File: config.mk
export PLATFORM = sky130hd
export DESIGN_NAME = tw_write_target
export DESIGN_NICKNAME = d
export VERILOG_FILES = /design/src/rtl/tw_pkg.sv /design/src/rtl/tw_line_sync.sv /design/src/rtl/tw_cond_detect.sv /design/src/rtl/tw_rx_engine.sv /design/src/rtl/tw_write_target.sv
export SDC_FILE = /design/constraint.sdc
export NUM_CORES = 1
export LEC_CHECK = 0
export BUFFER_PORTS_ARGS = -buffer_cell sky130_fd_sc_hd__buf_2
export CAP_MARGIN = 15
export CORE_UTILIZATION = 56
export CTS_BUF_LIST = sky130_fd_sc_hd__clkbuf_8
export DETAILED_ROUTE_END_ITERATION = 8
export GPL_ROUTABILITY_DRIVEN = 0
export PLACE_DENSITY = 0.77
export SLEW_MARGIN = 0
export SYNTH_ARGS = -nofsm -noshare
export SYNTH_HDL_FRONTEND = slang
export SYNTH_SLANG_ARGS = --single-unit
File: constraint.sdc
create_clock -name clk -period 5.2 [get_ports clk]
set_input_delay 1.04 -clock clk [delete_from_list [all_inputs] [get_ports clk]]
set_output_delay 1.04 -clock clk [all_outputs]
set_load 0.02 [all_outputs]
File: src/rtl/tw_pkg.sv
package tw_pkg;
  typedef enum logic [2:0] {
    ST_IDLE,
    ST_ADDR,
    ST_AACK,
    ST_DATA,
    ST_DACK,
    ST_SKIP
  } rx_state_t;
endpackage

File: src/rtl/tw_line_sync.sv
module tw_line_sync #(
  parameter int STAGES = 2
) (
  input  logic clk,
  input  logic rst,
  input  logic line_i,
  output logic line_o
);
  logic [STAGES-1:0] pipe;

  // Lines idle high, so the chain resets to ones.
  always_ff @(posedge clk) begin
    if (rst) pipe <= '1;
    else     pipe <= {pipe[STAGES-2:0], line_i};
  end

  assign line_o = pipe[STAGES-1];
endmodule

File: src/rtl/tw_cond_detect.sv
module tw_cond_detect (
  input  logic clk,
  input  logic rst,
  input  logic scl_s,
  input  logic sda_s,
  output logic start_o,
  output logic stop_o,
  output logic rise_o,
  output logic fall_o
);
  logic scl_q, sda_q;

  always_ff @(posedge clk) begin
    if (rst) begin
      scl_q <= 1'b1;
      sda_q <= 1'b1;
    end else begin
      scl_q <= scl_s;
      sda_q <= sda_s;
    end
  end

  // Conditions qualify on SCL high in both the old and new sample.
  assign start_o = scl_s & scl_q &  sda_q & ~sda_s;
  assign stop_o  = scl_s & scl_q & ~sda_q &  sda_s;
  assign rise_o  =  scl_s & ~scl_q;
  assign fall_o  = ~scl_s &  scl_q;
endmodule

File: src/rtl/tw_rx_engine.sv
module tw_rx_engine
  import tw_pkg::*;
#(
  parameter int          BYTE_W   = 8,
  parameter int unsigned DEV_ADDR = 7'b0111110
) (
  input  logic              clk,
  input  logic              rst,
  input  logic              sda_s,
  input  logic              start_i,
  input  logic              stop_i,
  input  logic              rise_i,
  input  logic              fall_i,
  output logic              pull_o,
  output logic [BYTE_W-1:0] data_o,
  output logic              valid_o
);
  localparam int ADDR_W = BYTE_W - 1;
  localparam int CNT_W  = $clog2(BYTE_W + 1);
  localparam logic [CNT_W-1:0] FULL = CNT_W'(BYTE_W);
  localparam logic [ADDR_W-1:0] MY_ADDR = ADDR_W'(DEV_ADDR);

  rx_state_t         st;
  logic [CNT_W-1:0]  cnt;
  logic [BYTE_W-1:0] sh;
  logic              addr_hit;

  assign addr_hit = (sh[BYTE_W-1:1] == MY_ADDR) && !sh[0];

  always_ff @(posedge clk) begin
    if (rst) begin
      st      <= ST_IDLE;
      cnt     <= '0;
      sh      <= '0;
      pull_o  <= 1'b0;
      data_o  <= '0;
      valid_o <= 1'b0;
    end else begin
      valid_o <= 1'b0;
      if (start_i) begin
        st     <= ST_ADDR;
        cnt    <= '0;
        pull_o <= 1'b0;
      end else if (stop_i) begin
        st     <= ST_IDLE;
        cnt    <= '0;
        pull_o <= 1'b0;
      end else begin
        case (st)
          ST_ADDR, ST_DATA: begin
            if (rise_i && cnt != FULL) begin
              sh  <= {sh[BYTE_W-2:0], sda_s};
              cnt <= cnt + 1'b1;
            end else if (fall_i && cnt == FULL) begin
              cnt <= '0;
              if (st == ST_ADDR) begin
                if (addr_hit) begin
                  pull_o <= 1'b1;
                  st     <= ST_AACK;
                end else begin
                  st <= ST_SKIP;
                end
              end else begin
                pull_o  <= 1'b1;
                data_o  <= sh;
                valid_o <= 1'b1;
                st      <= ST_DACK;
              end
            end
          end
          ST_AACK, ST_DACK: begin
            if (fall_i) begin
              pull_o <= 1'b0;
              st     <= ST_DATA;
            end
          end
          default: ;
        endcase
      end
    end
  end
endmodule

File: src/rtl/tw_write_target.sv
module tw_write_target #(
  parameter int          SYNC_STAGES = 2,
  parameter int          BYTE_W      = 8,
  parameter int unsigned DEV_ADDR    = 7'b0111110
) (
  input  logic              clk,
  input  logic              rst,
  input  logic              scl_i,
  input  logic              sda_i,
  output logic              sda_pull_o,
  output logic [BYTE_W-1:0] rx_byte_o,
  output logic              rx_valid_o
);
  logic scl_s, sda_s;
  logic start_p, stop_p, rise_p, fall_p;

  tw_line_sync #(.STAGES(SYNC_STAGES)) u_scl_sync (
    .clk(clk), .rst(rst), .line_i(scl_i), .line_o(scl_s)
  );

  tw_line_sync #(.STAGES(SYNC_STAGES)) u_sda_sync (
    .clk(clk), .rst(rst), .line_i(sda_i), .line_o(sda_s)
  );

  tw_cond_detect u_cond (
    .clk(clk), .rst(rst), .scl_s(scl_s), .sda_s(sda_s),
    .start_o(start_p), .stop_o(stop_p), .rise_o(rise_p), .fall_o(fall_p)
  );

  tw_rx_engine #(.BYTE_W(BYTE_W), .DEV_ADDR(DEV_ADDR)) u_eng (
    .clk(clk), .rst(rst), .sda_s(sda_s),
    .start_i(start_p), .stop_i(stop_p), .rise_i(rise_p), .fall_i(fall_p),
    .pull_o(sda_pull_o), .data_o(rx_byte_o), .valid_o(rx_valid_o)
  );
endmodule

---- Yosys cells after proc, flatten, opt, wreduce, memory -nomap -nowiden ----
Cells that the tools add are included.
word-level totals
  bits in registers ....................... 31
  bits of input ports ..................... 4
  output and inout port bits .............. 10
  word-level logic and storage cells ...... 77
cells by class
  add/sub/neg operators ................... 1
  equal/unequal tests ..................... 14
  multiplexer cells ....................... 17
  bitwise operators ....................... 17
  reductions and logical operators ........ 17
operator list
  operator             count
  $mux 3               5
  $reduce_and 4->1     3
  $not 1->1            10
  $mux 1               8
  $mux 4               2
  $ne 4x3->1 const B   2
  $ne 4x4->1 const B   2
  $and 1x1->1          7
  $eq 7x6->1 const B   1
  $eq 3x2->1 const B   2
  $pmux 3 s2           1
  $reduce_and 6->1     1
  $reduce_or 6->1      1
  $reduce_and 5->1     1
  $add 4x1->4 const B  1
  $eq 4x4->1 const B   1
  $ne 2x1->1 const B   2
  $reduce_bool 2->1    2
  $reduce_bool 4->1    1
  $reduce_or 2->1      2
  $eq 3x1->1 const B   1
  $eq 3x3->1 const B   1
  $logic_and 1x1->1    3
  $ne 3x2->1 const B   1
  5 further kinds      5

---- Depth between registers and ports, before layout ----
  depth in word-level cells ............... 9
  mapped depth ............................ 7
  gate-level depth less buffers ........... 6

---- By module ----
Synthesis repeated with hierarchy kept, for this count alone.
second synthesis, totals
  cells, all modules ...................... 122
  area, all modules ....................... 1276.2 µm²
by module, submodules not included
  module          times used  cells each  area each (µm²)  sequential area each (µm²)
  tw_rx_engine    1           106         1086.0           500.5
  tw_line_sync    2           4           52.6             40.0
  tw_cond_detect  1           8           85.1             40.0

---- Least setup slack after synthesis ----
No wires, ideal clock.
  path type ............................... reg-to-reg
  start ................................... register u_eng.cnt[0]
  end ..................................... register u_eng.data_o[0]
  library setup time ...................... 0.128 ns
  arrival ................................. 1.520 ns
  data required time ...................... 5.072 ns
  setup slack ............................. 3.553 ns
  cell stages (with the launch flop) ...... 8
  path buffers ............................ 1
  clock period less this slack ............ 1.647 ns
  cell sequence ........................... dfxtp_1 -> inv_1 -> ha_1 -> nand3b_4 -> or4_1 -> buf_4 -> mux2i_1 -> nor2_1
between the ends
  longest elaborated chain between the ends .. 4
  elaborated cells between the ends (all ways) .. 6
  classes of those cells .................. 2 x eq/ne; 1 x bitwise; 3 x reduce/logical
ends and longest elaborated chain
  element                       RTL line            text
  start, declared               tw_rx_engine.sv:24  logic [CNT_W-1:0] cnt;
  start signal, assigned        tw_rx_engine.sv:53  cnt <= cnt + 1'b1;
  $ne 4x4->1                    tw_rx_engine.sv:51  if (rise_i && cnt != FULL) begin
  $logic_and 1x1->1             tw_rx_engine.sv:51
  $not 1->1 (no line)           --
  $reduce_and 6->1 (no line) *  --
  end signal, assigned          tw_rx_engine.sv:65  data_o <= sh;
  end, declared                 tw_rx_engine.sv:15  output logic [BYTE_W-1:0] data_o,
Mark *: on every way between the ends. The rest lies on a longest branch, timed or not.
A chain may end at the register's enable or synchronous reset.

---- Final worst setup path ----
  start ................................... register u_eng.cnt[0]
  end ..................................... register u_eng.data_o[7]
The elaborated chain is that of the path after synthesis.

==> results.cfg <==
[power_and_ir_drop]
cellLeakagePower_uw = 0.000598
power_density_nw_per_um2 = 346
ir_drop_v = 0.000226

[logic_synthesis]
synth_top_family_by_area = simple AND/OR/NAND/NOR gates
synth_top_flop_cell = dfxtp_1
synth_edf_count = 0
synth_simple_gate_area_share_pct = 28.0
synth_xor_area_share_pct = 2.11
synth.distinct_cells = 32
synth_nets = 142
ys_seq_elements = 31
synthTopCellsByArea = dfxtp_1 50%, mux2i_1 6.4%, a21oi_1 5.6%
ys_seq_area_share_pct = 49.9
netlist_instances = 136
muxShareOfSynthArea_pct = 6.44
yosysWarnings = 0
synth_fa_ha_area_share_pct = 2.01
synth_area_per_cell_sq_um = 9.14
synth-compound-area-share_pct = 8.85
synth_top_area_share_pct = 49.9
ys_async_sr_fraction_pct = 0
syn-cell-area_sq_um = 1240
synth_area_leader_cell = dfxtp_1

[sta]
min_period_over_period_pct = 40.3
setup_violations = 0
finalHoldViolCount = 0
slew_violations = 0
worst_pin_slew_ns = 0.480
min_period_ns = 2.10
clock_skew_ns = 0.00528
fin_tns_setup_ns = 0
rsz0062_at_grt = false
fmax_ghz = 0.477
slew_headroom_pct = 68.0
layout_setup_ws_ns = 3.10

[setup_path]
start_kind = flip-flop
cp_data_arrival_time_ns = 2.26
worst-setup-path-type = reg -> reg
cp_max_fo = 15
rr_worst_depth = 6
crit_chain = inv_1 -> ha_1 -> nand3b_4 -> or4_1 -> mux2i_1 -> nor2_1
cp-end-kind = flip-flop
worst_path_max_delay_cell = or4_1
required_ns = 5.36
slowest_delay_ns = 0.80

[grt]
track_usage_pct = 23.5
grt_max_degree = 26
grt_pass1_wl_um = 4180
grt_pass1_vias = 941
grt-ovfl-total = 0
antenna_found_initial = 0

[clock_tree]
cts_tree = built
post_cts_buffers = 0
cts_resized = 0
cts_root_buf = clkbuf_8
clockBufferDepth = 2
clkSinkCount = 31
clk_latency_ns = 0.28
cts_hold_buf = 0
clk_pin_slew_ns = 0.07
cts_buffers = 5
htreeDepth = 2

[final_layout]
layout.nets = 157
drive_gt1_share_pct = 19.7
num-fill-cells = 167
area_growth_pct = 15.6
seq_area_sq_um = 621
n_antenna_cell = 0
multi_input_area_sq_um = 589

[route]
vias = 1023
drt_pass1_iterations = 4
wl_per_cell_um = 13.9
drc = 0
wl_um = 2480
postRouteAntennaNets = 0
vias_per_cell = 5.72
drt_iter0_drc = 23

[placed_design]
io_buffers = 13
hpwlAfterDp_um = 1580
place_ws_ns = 3.17

[floorplanning]
core_sq_um = 2020
ios = 14
fp.dieArea_sq_um = 2410
die_w_um = 49.1
rows = 16
start_util_pct = 61.5
die_y_um = 49.1

[run]
cap_violations = 0

[worst_hold_path]
worst_hold_path_type = reg -> reg
hold_depth = 1

[status]
status = finished, final reports clean
==> synth_stat cells, types with 2 or more instances <==
library cell,instances
clkbuf_1,4
nand4_1,2
mux2i_1,8
ha_1,2
xor2_1,2
or2_2,6
nand3_1,14
a21oi_1,14
nor2_1,13
nor3_1,3
nand2_1,11
or3_1,2
inv_1,3
nand2b_1,4
dfxtp_1,31
==> registers in the layout (all words and copies together) (netlist names) <==
signal           count
u_cond.scl_q         1
u_eng.sh             8
u_eng.cnt            4
u_eng.st             3
u_sda_sync.pipe      2
u_eng.data_o         8
u_cond.sda_q         1
u_eng.valid_o        1
u_eng.pull_o         1
u_scl_sync.pipe      2
==> through the flow <==
stage                     cells  utilization (%)  hold slack, ns  power (uW)  instance area [sq um]
final                       179             71.1           0.418         498                   1440
after floorplan             136                -           0.389         256                   1240
after global placement      171             65.3           0.400         259                   1320
after CTS                   179             71.1           0.424         502                   1440
after detailed placement    171             65.3           0.405         260                   1320
after global routing        179             71.1           0.438         519                   1440
==> path summary, 6_finish.rpt <==
check,slack (ns),start,to
setup / recovery,3.10,u_eng.cnt[0]$_SDFFE_PP0P_,u_eng.data_o[7]$_SDFFE_PP0P_
hold / removal,0.42,u_sda_sync.pipe[0]$_SDFF_PP1_,u_sda_sync.pipe[1]$_SDFF_PP1_
setup reg to reg,3.10,u_eng.cnt[0]$_SDFFE_PP0P_,u_eng.data_o[7]$_SDFFE_PP0P_
hold reg to reg,0.42,u_sda_sync.pipe[0]$_SDFF_PP1_,u_sda_sync.pipe[1]$_SDFF_PP1_
==> cell type report <==
class                           count  share of cell area (%)
Inverter                            3                   0.783
Multi-Input combinational cell     97                    41.0
Tap cell                           27                    2.35
Clock inverter                      2                    2.44
Clock buffer                        6                    5.74
Timing Repair Buffer               13                    4.53
Sequential cell                    31                    43.2
==> layout by cell type, fill, tap and decap left out, drive strengths merged, types with 2 or more instances in the layout <==
cell type / instances
nand2: 11
xor2: 2
ha: 2
or3: 2
mux2i: 8
or2: 7
dfxtp: 31
nand3: 14
buf: 13
a21oi: 14
nor3: 3
clkbuf: 6
nand2b: 4
o21ai: 2
inv: 3
nor2: 13
nand4: 2
==> worst max-delay path: cells and delay by family (launching register included) <==
kind,cells,cell delay (ns)
flops,1,0.34
mux,1,0.30
fa+ha+maj,1,0.20
buf+inv,1,0.08
simple gates,3,1.04
==> report_power, final <==
| part | internal, uW | leakage [uW] | switching [uW] | total, uW |
|---|---|---|---|---|
| clock | 155 | 0.0000612 | 88.5 | 243 |
| sequential | 240 | 0.000251 | 2.52 | 243 |
| combinational | 4.96 | 0.000286 | 7.11 | 12.1 |
==> metal layers <==
layer / GRT usage, % / part of all wire [%]
met1: 25.9 / 43
met2: 38.8 / 50
met3: 9.35 / 4.4
met4: 11.8 / 2.3
met5: 0 / 0
==> cell families (layout without fill, tap and decap cells) <==
| group | after synthesis | count (layout) |
|---|---|---|
| AO/OA/AOI/OAI | 20 | 20 |
| XOR/XNOR | 3 | 3 |
| adder cells (fa/ha/maj) | 2 | 2 |
| buffers and inverters | 8 | 24 |
| flip-flops | 31 | 31 |
| multiplexers | 8 | 8 |
| AND/OR/NAND/NOR | 64 | 64 |
(Power assumes the default switching activity.)
